`src/rtl/raster_timing_gen.sv`:
```
module raster_timing_gen #(
  parameter int PW       = 13,
  parameter int AW       = 9,
  parameter int NREG     = 10,
  parameter int GEN_BASE = 'h60
) (
  input  logic          clk,
  input  logic          rst_n,
  input  logic          reg_we,
  input  logic [AW-1:0] reg_addr,
  input  logic [31:0]   reg_wdata,
  output logic [31:0]   reg_rdata,
  output logic          hsync_o,
  output logic          vsync_o,
  output logic          hblank_o,
  output logic          vblank_o,
  output logic          active_video_o,
  output logic          active_chroma_o,
  output logic          irq_o
);
  localparam int HI = 16;
  localparam int EV = 12;
  localparam logic [AW-1:0] A_CTRL = AW'(0);
  localparam logic [AW-1:0] A_STAT = AW'(4);
  localparam logic [AW-1:0] A_IEN  = AW'('hC);
  localparam logic [AW-1:0] A_GEN  = AW'(GEN_BASE);
  localparam logic [31:0] FLD  = {{(32-PW){1'b0}}, {PW{1'b1}}};
  localparam logic [31:0] DUAL = (FLD << HI) | FLD;

  function automatic logic [31:0] wmask(input int i);
    case (i)
      0, 6, 7, 8, 9: return DUAL;
      3:             return 32'h3F;
      4, 5:          return FLD;
      default:       return '0;
    endcase
  endfunction

  function automatic logic at_or_after(input logic [PW-1:0] v, h, lv, lh);
    return (v > lv) || (v == lv && h >= lh);
  endfunction

  logic [31:0]   shd [NREG];
  logic [31:0]   wrk [NREG];
  logic [31:0]   ctrl;
  logic          pend;
  logic [1:0]    sts, ien;
  logic [PW-1:0] hcnt, vcnt;
  logic [5:0]    sig_q;

  logic [AW-1:0] gen_off;
  logic [3:0]    gen_idx;
  logic          gen_sel, run, last, copy;
  assign gen_off = reg_addr - A_GEN;
  assign gen_idx = gen_off[5:2];
  assign gen_sel = reg_addr >= A_GEN && reg_addr < A_GEN + AW'(4*NREG);
  assign run     = ctrl[2];

  logic [PW-1:0] ha, va, htot, vtot, hss, hse, vbs, vbe, vss, vse, vhs, vhe;
  logic [5:0]    pol;
  assign ha   = wrk[0][PW-1:0];
  assign va   = wrk[0][HI +: PW];
  assign pol  = wrk[3][5:0];
  assign htot = wrk[4][PW-1:0];
  assign vtot = wrk[5][PW-1:0];
  assign hss  = wrk[6][PW-1:0];
  assign hse  = wrk[6][HI +: PW];
  assign vbs  = wrk[7][PW-1:0];
  assign vbe  = wrk[7][HI +: PW];
  assign vss  = wrk[8][PW-1:0];
  assign vse  = wrk[8][HI +: PW];
  assign vhs  = wrk[9][PW-1:0];
  assign vhe  = wrk[9][HI +: PW];

  logic unused_bits;
  assign unused_bits = ^{wrk[1], wrk[2], wrk[0][31:HI+PW], wrk[0][HI-1:PW], wrk[3][31:6],
                         wrk[4][31:PW], wrk[5][31:PW], wrk[6][31:HI+PW], wrk[6][HI-1:PW],
                         wrk[7][31:HI+PW], wrk[7][HI-1:PW], wrk[8][31:HI+PW], wrk[8][HI-1:PW],
                         wrk[9][31:HI+PW], wrk[9][HI-1:PW], gen_off[AW-1:6], gen_off[1:0]};

  logic h_end, v_end;
  assign h_end = hcnt >= htot - PW'(1);
  assign v_end = vcnt >= vtot - PW'(1);
  assign last  = h_end && v_end;
  assign copy  = pend && (!run || last);

  logic hb, vb, hs, vs, av;
  assign hb = hcnt >= ha;
  assign vb = at_or_after(vcnt, hcnt, va, vbs) || !at_or_after(vcnt, hcnt, '0, vbe);
  assign hs = hcnt >= hss && hcnt < hse;
  assign vs = at_or_after(vcnt, hcnt, vss, vhs) && !at_or_after(vcnt, hcnt, vse, vhe);
  assign av = !hb && !vb;

  logic [1:0] ev, clr;
  assign ev  = {run && hcnt == '0 && vcnt == '0, run && vcnt == va && hcnt == vbs};
  assign clr = (reg_we && reg_addr == A_STAT) ? reg_wdata[EV +: 2] : 2'b00;

  always_ff @(posedge clk or negedge rst_n) begin
    if (!rst_n) begin
      for (int i = 0; i < NREG; i++) begin
        shd[i] <= '0;
        wrk[i] <= '0;
      end
    end else begin
      for (int i = 0; i < NREG; i++) begin
        if (copy) wrk[i] <= shd[i];
        if (reg_we && gen_sel && gen_idx == 4'(i)) shd[i] <= reg_wdata & wmask(i);
      end
    end
  end

  always_ff @(posedge clk or negedge rst_n) begin
    if (!rst_n) begin
      ctrl <= '0;
      pend <= 1'b0;
      ien  <= '0;
      sts  <= '0;
    end else begin
      sts <= (sts & ~clr) | ev;
      if (reg_we && reg_addr == A_IEN) ien <= reg_wdata[EV +: 2];
      if (reg_we && reg_addr == A_CTRL) begin
        ctrl <= {reg_wdata[31:1], 1'b0};
        pend <= reg_wdata[0] | (pend & !copy);
      end else if (copy) begin
        pend <= 1'b0;
      end
    end
  end

  always_ff @(posedge clk or negedge rst_n) begin
    if (!rst_n) begin
      hcnt  <= '0;
      vcnt  <= '0;
      sig_q <= '1;
    end else begin
      sig_q <= ~({av, av, hs, vs, hb, vb} & {6{run}} ^ pol);
      if (!run) begin
        hcnt <= '0;
        vcnt <= '0;
      end else if (h_end) begin
        hcnt <= '0;
        vcnt <= v_end ? '0 : vcnt + PW'(1);
      end else begin
        hcnt <= hcnt + PW'(1);
      end
    end
  end

  assign {active_chroma_o, active_video_o, hsync_o, vsync_o, hblank_o, vblank_o} = sig_q;
  assign irq_o = |(sts & ien);

  always_comb begin
    reg_rdata = '0;
    if (gen_sel) reg_rdata = shd[gen_idx];
    else if (reg_addr == A_CTRL) reg_rdata = {ctrl[31:1], pend};
    else if (reg_addr == A_STAT) reg_rdata = 32'(sts) << EV;
    else if (reg_addr == A_IEN)  reg_rdata = 32'(ien) << EV;
  end


  hcnt_range_chk: assert property (@(posedge clk) disable iff (!rst_n)
    (run && htot != '0) |-> hcnt < htot);

  vcnt_range_chk: assert property (@(posedge clk) disable iff (!rst_n)
    (run && vtot != '0) |-> vcnt < vtot);

  idle_level_chk: assert property (@(posedge clk) disable iff (!rst_n)
    !run |=> ({active_chroma_o, active_video_o, hsync_o, vsync_o, hblank_o, vblank_o} == ~$past(pol)));

  commit_edge_chk: assert property (@(posedge clk) disable iff (!rst_n)
    !$stable(wrk[4]) |-> $past(pend && (!run || last)));

  sticky_frame_chk: assert property (@(posedge clk) disable iff (!rst_n)
    (sts[1] && !(reg_we && reg_addr == A_STAT && reg_wdata[EV+1])) |=> sts[1]);

  sticky_vblank_chk: assert property (@(posedge clk) disable iff (!rst_n)
    (sts[0] && !(reg_we && reg_addr == A_STAT && reg_wdata[EV])) |=> sts[0]);
endmodule

```
`config.mk`:
```
export PLATFORM = sky130hd
export DESIGN_NAME = raster_timing_gen
export DESIGN_NICKNAME = d
export VERILOG_FILES = /design/src/rtl/raster_timing_gen.sv
export SDC_FILE = /design/constraint.sdc
export NUM_CORES = 1
export LEC_CHECK = 0
export ABC_CLOCK_PERIOD_IN_PS = 3900
export BUFFER_PORTS_ARGS = -buffer_cell sky130_fd_sc_hd__buf_2
export CAP_MARGIN = 20
export CORE_MARGIN = 2
export CORE_UTILIZATION = 47
export DETAILED_ROUTE_END_ITERATION = 6
export PLACE_DENSITY = 0.66
export SKIP_CTS_REPAIR_TIMING = 1
export SLEW_MARGIN = 10
export SYNTH_ARGS = -nofsm -noshare
export SYNTH_HDL_FRONTEND = slang
export SYNTH_SLANG_ARGS = --single-unit
```
`constraint.sdc`:
```
create_clock -name clk -period 3.9 [get_ports clk]
set_input_delay 0 -clock clk [delete_from_list [all_inputs] [get_ports clk]]
set_output_delay 0 -clock clk [all_outputs]
set_load 0.02 [all_outputs]
```
==> results_tabular.tex, run 1 <==
\begin{tabular}{lr}
\hline
Metric & Value \\
\hline
\multicolumn{2}{l}{\textbf{Outcome}} \\
Outcome & finished clean \\
\multicolumn{2}{l}{\textbf{Clocking}} \\
CTS sink count & between 300 and 400 \\
Number of buffers on the longest clock path & 3 \\
Worst-skew pair later-pin latency & between 0.5 and 0.6 ns \\
Worst-path clk slew & about 0.060 ns \\
CTS root buf & sky130\_fd\_sc\_hd\_\_clkbuf\_16 \\
TritonCTS clock tree & yes \\
Number of CTS-inserted buffers & 43 \\
Level count of the clock H-tree & 2 \\
\multicolumn{2}{l}{\textbf{Finish}} \\
Share of final-layout standard cells stronger than drive strength 1 & 0.3342 \\
Final Net Count & between 2000 and 2500 \\
Largest register by flop count & shd \\
Final non-filler cell area & 0.02429 mm2 \\
Final antenna diode count & 0 \\
Synth-to-Final Area Change & 17.41\% \\
Post-layout utilization of the core & 0.5614 \\
Fillcell total & 3555 \\
Max FFs per register & around 160 \\
Largest registers ranked by flip-flop count & shd x162, ctrl x31 \\
\multicolumn{2}{l}{\textbf{Critical path}} \\
Required @ worst endpoint & about 4.4 ns \\
CP Max Fanout & 23 \\
Worst EP arrival & $\sim$4.2 ns \\
Kind of launch point of the worst setup path & flop \\
Worst Setup Path Type & reg2reg \\
Slack of the worst reg-to-reg path & between 0.15 and 0.2 ns \\
Worst reg2reg path startpoint & vtot[2] \\
Worst reg2reg path endpoint & vhe[0] \\
Crit. End Element & flop \\
Register-to-Register Path Depth & 13 \\
\multicolumn{2}{l}{\textbf{Drt}} \\
Routed vias & around 14000 \\
Starting DRC count in detailed routing & 1185 \\
Avg Vias per Cell & 5.826 \\
Mean routed wirelength per cell & between 20 and 25 um \\
DRC Markers & 0 \\
Number of iterations in the first detailed-routing pass & 7 \\
Antenna Nets Post-Route & 0 \\
Routed wire length & between 50000 and 60000 um \\
\multicolumn{2}{l}{\textbf{STA}} \\
Headroom to the max-slew limit & 0.4580 \\
Least setup slack across all paths after layout & $\sim$0.18 ns \\
Total count of hold-check failures in the final report & 0 \\
Fmax & about 0.27 GHz \\
RSZ-0062 raised after global routing & false \\
Post-route fraction of the period consumed by the critical path & 0.9538 \\
Worst clock skew on the final layout & between 0.02 and 0.025 ns \\
Final Setup Violations & 0 \\
Final count of pins violating max slew & 0 \\
Worst Max-Slew Pin Slew & $\sim$0.8 ns \\
Setup TNS after final layout & 0 ns \\
Post-layout minimum cycle time & $\sim$3.7 ns \\
\multicolumn{2}{l}{\textbf{Global route}} \\
Global-route wire length before repair & roughly 90000 um \\
GRT Overall Usage & 0.2622 \\
Gr ovfl total & 0 \\
Pin count of the biggest net entering global routing & between 100 and 150 \\
Number of antenna violations at the first check in global routing & 2 \\
Number of global-route vias before repair & $\sim$15000 \\
\multicolumn{2}{l}{\textbf{Floorplanning}} \\
I/O pin count & 83 \\
Floorplan core area & roughly 0.043 mm2 \\
Vertical extent of the die & $\sim$210 um \\
Number of rows created at floorplan & 76 \\
Die area & between 0.04 and 0.05 mm2 \\
Die span in x & about 210 um \\
Initial core utilization & 0.4782 \\
\multicolumn{2}{l}{\textbf{Logic synthesis}} \\
Prevailing post-synth register cell & sky130\_fd\_sc\_hd\_\_dfrtp\_1 \\
Number of enable flip-flop cells after synthesis & 0 \\
Syn avg cell area & 12.31 um2 \\
Area of the mapped netlist & slightly above 0.02 mm2 \\
Cell accounting for the most synthesized area & sky130\_fd\_sc\_hd\_\_dfrtp\_1 \\
Yosys warns & 0 \\
Synth unique cells & 61 \\
Cell count after synthesis & around 1700 \\
Post-synth ARST share & 1.000 \\
Syn Nets & 1886 \\
Synthesis-stage register bit count & approximately 390 \\
Portion of synthesized cell area occupied by the leading cell type & 0.4669 \\
Main area contributors after synthesis & sky130\_fd\_sc\_hd\_\_dfrtp\_1 (47\%), sky130\_fd\_sc\_hd\_\_mux2\_2 (15\%), sky130\_fd\_sc\_hd\_\_ha\_1 (9.7\%), sky130\_fd\_sc\_hd\_\_mux2\_4 (5.8\%), sky130\_fd\_sc\_hd\_\_inv\_1 (2.5\%) \\
Most used standard cells in the synthesized netlist & sky130\_fd\_sc\_hd\_\_dfrtp\_1 (386), sky130\_fd\_sc\_hd\_\_mux2\_2 (275), sky130\_fd\_sc\_hd\_\_ha\_1 (161) \\
Leading cell type by number of instances after synthesis & sky130\_fd\_sc\_hd\_\_dfrtp\_1 \\
Sequential cell area fraction in the yosys report & 0.4745 \\
\multicolumn{2}{l}{\textbf{Place}} \\
Routability Congestion & between 0.9 and 1 \\
Worst setup slack before clock tree synthesis & -0.07162 ns \\
Placed inst area & between 0.02 and 0.025 mm2 \\
Count of buffers inserted at the top-level ports & about 80 \\
DP HPWL & approximately 42000 um \\
\multicolumn{2}{l}{\textbf{Power}} \\
Power share of the sequential group & 0.478 \\
Total net switching power & just over 2 mW \\
Share of total power consumed by net switching & 0.2292 \\
Leak pwr & 12.34 nW \\
Max rail drop VDD & about 0.4 mV \\
Cell internal power dissipation & roughly 6.9 mW \\
Relative contribution of combinational cells to total power & 0.048 \\
Part of the power in the clock network & 0.474 \\
Power density relative to cell area & 369.4 mW/mm2 \\
Overall power consumption & about 9.0 mW \\
\multicolumn{2}{l}{\textbf{Run}} \\
Max-cap violations & 0 \\
\multicolumn{2}{l}{\textbf{Min path}} \\
Worst min-delay path category & in2async \\
\hline
\end{tabular}
[area by class of cell]
| class | count | area [um2] | area share |
|---|---|---|---|
| Clock buffer | 67 | 1328 | 0.05465 |
| Sequential cell | 392 | 9817 | 0.4042 |
| Tap cell | 585 | 732.0 | 0.03013 |
| Multi-Input combinational cell | 1088 | 10130 | 0.4171 |
| Timing Repair Buffer | 202 | 1595 | 0.06568 |
| Clock inverter | 13 | 167.7 | 0.006903 |
| Inverter | 138 | 518.0 | 0.02133 |
[layout by cell type, fill, tap and decap left out, types with 34 or more instances in the layout]
cell type,Yosys,routed
sky130_fd_sc_hd__o21ai_0,50,50
sky130_fd_sc_hd__clkbuf_16,0,44
sky130_fd_sc_hd__inv_1,138,138
sky130_fd_sc_hd__mux2_2,275,275
sky130_fd_sc_hd__dfrtp_1,386,386
sky130_fd_sc_hd__buf_2,25,81
sky130_fd_sc_hd__nand2_1,97,96
sky130_fd_sc_hd__ha_1,161,161
sky130_fd_sc_hd__nor2_1,44,44
sky130_fd_sc_hd__a21oi_1,50,48
sky130_fd_sc_hd__mux2_4,80,80
sky130_fd_sc_hd__dlygate4sd3_1,0,34
sky130_fd_sc_hd__buf_4,0,72
[layer usage]
metal | global-route usage | vias to the layer above | part of all wire
li1 | - | 6464 | -
met2 | 0.4383 | 434 | 0.48
met3 | 0.03822 | 102 | 0.052
met1 | 0.3585 | 7473 | 0.45
met4 | 0.07016 | 4 | 0.024
met5 | 0 | - | 0.00043
[per-stage QoR]
stage | hold WS (ns) | instances
after floorplan | -0.2956 | 1681
after global placement | -0.08150 | 2369
after detailed placement | -0.07716 | 2369
after CTS | -0.6945 | 2449
after global routing | 0.03917 | 2485
final | 0.02935 | 2485
[power groups by stage]
stage / Sequential (mW) / Clock (mW) / Combinational (mW)
floorplan: 4.31 / 0 / 0.193
global placement: 4.35 / 0 / 0.388
detailed placement: 4.36 / 0 / 0.400
CTS: 4.29 / 4.32 / 0.402
global route: 4.30 / 4.47 / 0.471
finish: 4.29 / 4.25 / 0.430
[cells by family after synthesis]
| logic type | after synthesis | synth area share |
|---|---|---|
| compound gates | 231 | 0.07693 |
| fa+ha+maj | 161 | 0.09737 |
| xor+xnor | 39 | 0.01651 |
| mux | 369 | 0.2224 |
| buf+inv | 201 | 0.04125 |
| simple gates | 288 | 0.07106 |
| flops | 392 | 0.4745 |
[how the worst max path moves through the flow]
stage | startpoint | endpoint | cells after the start
floorplan | vtot[2] | ha[0] | 13
global placement | vtot[2] | vcnt[4] | 12
detailed placement | vtot[2] | vcnt[8] | 12
CTS | vtot[2] | vcnt[8] | 12
global route | vtot[2] | ha[12] | 14
finish | vtot[2] | vhe[0] | 13
[critical path: stages, from the launching register on]
cell and delay, ns:
sky130_fd_sc_hd__dfrtp_1 0.37, sky130_fd_sc_hd__or3_1 0.41, sky130_fd_sc_hd__or3b_4 0.42, sky130_fd_sc_hd__buf_4 0.15
sky130_fd_sc_hd__xor2_1 0.14, sky130_fd_sc_hd__ha_1 0.30, sky130_fd_sc_hd__a21o_1 0.17, sky130_fd_sc_hd__nand3_1 0.09
sky130_fd_sc_hd__a21oi_1 0.07, sky130_fd_sc_hd__or4b_4 0.58, sky130_fd_sc_hd__nand3_4 0.16, sky130_fd_sc_hd__buf_12 0.18
sky130_fd_sc_hd__buf_16 0.19, sky130_fd_sc_hd__mux2_2 0.35
Note: power is estimated with default switching activity, not from simulation.
==> run 2, diff against run 1 <==
Settings changed: CORE_UTILIZATION 47 to 56, PLACE_DENSITY 0.66 to 0.76.
==> results_tabular.tex, run 2 (same netlist as run 1, synthesis figures left out) <==
\begin{tabular}{lr}
\hline
Metric & Value \\
\hline
\multicolumn{2}{l}{\textbf{Min path}} \\
Worst min-delay path category & in2async \\
\multicolumn{2}{l}{\textbf{Finish}} \\
Highest-count cells in the layout ignoring fill and taps & sky130\_fd\_sc\_hd\_\_dfrtp\_1 (386), sky130\_fd\_sc\_hd\_\_mux2\_2 (275), sky130\_fd\_sc\_hd\_\_ha\_1 (161) \\
Share of final-layout standard cells stronger than drive strength 1 & 0.3294 \\
Final antenna diode count & 0 \\
Largest register by flop count & shd \\
Fillcell total & approximately 2700 \\
Largest registers ranked by flip-flop count & shd x162, ctrl x31 \\
Post-Layout Cell Count & about 2400 \\
Synth-to-Final Area Change & 15.74\% \\
Max FFs per register & 162 \\
Leading cell type in the layout, fill and taps excluded & sky130\_fd\_sc\_hd\_\_dfrtp\_1 \\
Final Net Count & just over 2000 \\
\multicolumn{2}{l}{\textbf{STA}} \\
Post-layout minimum cycle time & around 3.7 ns \\
Least setup slack across all paths after layout & approximately 0.15 ns \\
Final Setup Violations & 0 \\
Final count of pins violating max slew & 0 \\
Worst clock skew on the final layout & between 0.015 and 0.02 ns \\
Total count of hold-check failures in the final report & 0 \\
Fmax & around 0.27 GHz \\
Post-route fraction of the period consumed by the critical path & 0.9612 \\
Worst Max-Slew Pin Slew & roughly 1.1 ns \\
Headroom to the max-slew limit & 0.2546 \\
Setup TNS after final layout & 0 ns \\
\multicolumn{2}{l}{\textbf{Power}} \\
Share of total power consumed by net switching & 0.2251 \\
Cell internal power dissipation & 6.843 mW \\
Power share of the sequential group & 0.485 \\
Overall power consumption & between 8 and 9 mW \\
Power density relative to cell area & between 300 and 400 mW/mm2 \\
Total net switching power & around 2 mW \\
Max rail drop VDD & $\sim$0.34 mV \\
Leak pwr & approximately 12 nW \\
Part of the power in the clock network & 0.467 \\
Relative contribution of combinational cells to total power & 0.048 \\
\multicolumn{2}{l}{\textbf{Floorplanning}} \\
Number of rows created at floorplan & 70 \\
Die span in x & approximately 200 um \\
Floorplan core area & approximately 0.037 mm2 \\
I/O pin count & a little over 80 \\
Die area & between 0.03 and 0.04 mm2 \\
Initial core utilization & 0.5665 \\
Vertical extent of the die & roughly 200 um \\
\multicolumn{2}{l}{\textbf{Run}} \\
Max-cap violations & 0 \\
\multicolumn{2}{l}{\textbf{Global route}} \\
GRT Overall Usage & 0.3032 \\
Number of global-route vias before repair & 15060 \\
Number of antenna violations at the first check in global routing & 2 \\
Global-route wire length before repair & between 80000 and 90000 um \\
Gr ovfl total & 0 \\
Pin count of the biggest net entering global routing & 134 \\
\multicolumn{2}{l}{\textbf{Critical path}} \\
Worst reg2reg path startpoint & vtot[2] \\
CP Max Fanout & 19 \\
Worst Setup Path Type & reg2reg \\
Worst reg2reg path endpoint & vbs[0] \\
Cell with the largest stage delay on the worst path & sky130\_fd\_sc\_hd\_\_or3b\_4 \\
Dominant delay contributor by cell family on the critical path & simple AND/OR/NAND/NOR gates \\
Crit. End Element & flop \\
Slack of the worst reg-to-reg path & 0.15 ns \\
Worst EP arrival & $\sim$4.2 ns \\
Required @ worst endpoint & about 4.4 ns \\
Bufs and invs on worst path & 2 \\
Kind of launch point of the worst setup path & flop \\
Maximum single-stage delay on the critical path & between 0.4 and 0.5 ns \\
Crit-path cells & or3\_1 -> or3b\_4 -> nor4\_4 -> xnor2\_1 -> ha\_1 -> nand4\_1 -> or3\_1 -> a2111oi\_1 -> or4b\_4 -> nand3\_4 -> buf\_12 -> buf\_12 -> mux2\_4 \\
Register-to-Register Path Depth & 13 \\
\multicolumn{2}{l}{\textbf{Clocking}} \\
CTS sink count & just under 400 \\
Worst-path clk slew & around 0.060 ns \\
Number of CTS-inserted buffers & 42 \\
Level count of the clock H-tree & 2 \\
Worst-skew pair later-pin latency & about 0.57 ns \\
CTS root buf & sky130\_fd\_sc\_hd\_\_clkbuf\_16 \\
Number of buffers on the longest clock path & 3 \\
TritonCTS clock tree & yes \\
\multicolumn{2}{l}{\textbf{Place}} \\
\# placed instances & about 2200 \\
Routability Congestion & around 0.92 \\
DP HPWL & about 40000 um \\
Count of buffers inserted at the top-level ports & 82 \\
Worst setup slack before clock tree synthesis & -0.1232 ns \\
\multicolumn{2}{l}{\textbf{Drt}} \\
Number of iterations in the first detailed-routing pass & 7 \\
Mean routed wirelength per cell & about 24 um \\
Routed wire length & between 50000 and 60000 um \\
Routed vias & 14660 \\
Antenna Nets Post-Route & 0 \\
Avg Vias per Cell & about 6.2 \\
Starting DRC count in detailed routing & 1284 \\
DRC Markers & 8 \\
\multicolumn{2}{l}{\textbf{Outcome}} \\
Outcome & finished, violations left \\
Failing checks & design-rule violations \\
\hline
\end{tabular}
-- run 2: metal layers --
metal,track usage,vias to the layer above,part of all wire
li1,-,6439,-
met3,0.05879,164,0.064
met4,0.1316,2,0.047
met1,0.4025,7505,0.42
met5,0,-,0.00021
met2,0.4886,554,0.47
-- run 2: how the worst max path moves through the flow --
stage / start / cells past startpoint / slack (ns) / endpoint
6_report: vtot[2] / 13 / 0.15 / vbs[0]
4_1_cts: vtot[2] / 13 / -0.13 / vcnt[8]
5_1_grt: vtot[2] / 13 / -0.07 / vbs[3]
2_1_floorplan: vtot[2] / 13 / 0.22 / ha[0]
3_5_place_dp: vtot[2] / 13 / -0.12 / vcnt[8]
3_3_place_gp: vtot[2] / 13 / -0.04 / vcnt[8]
-- run 2: power groups by stage --
stage	clock network (mW)	logic (mW)	registers, mW
detailed placement	0	0.395	4.35
CTS	4.17	0.398	4.28
floorplan	0	0.193	4.31
finish	4.12	0.422	4.29
global route	4.33	0.463	4.29
global placement	0	0.380	4.35
-- run 2: final cells by class --
cell class | instances | area, um2 | area share
Clock buffer | 59 | 1206 | 0.05037
Clock inverter | 15 | 203.9 | 0.008517
Inverter | 138 | 518.0 | 0.02163
Multi-Input combinational cell | 1088 | 10160 | 0.4243
Sequential cell | 392 | 9817 | 0.4100
Tap cell | 468 | 585.6 | 0.02445
Timing Repair Buffer | 190 | 1454 | 0.06072
-- run 2: metrics by stage --
step	hold slack (ns)	instance area, um2	util
final	0.05229	23950	0.6556
after global routing	0.1033	23950	0.6556
after CTS	-0.5362	23520	0.6439
after detailed placement	0.05499	22110	0.6052
after global placement	0.04842	22110	0.6052
after floorplan	-0.2956	20690	-
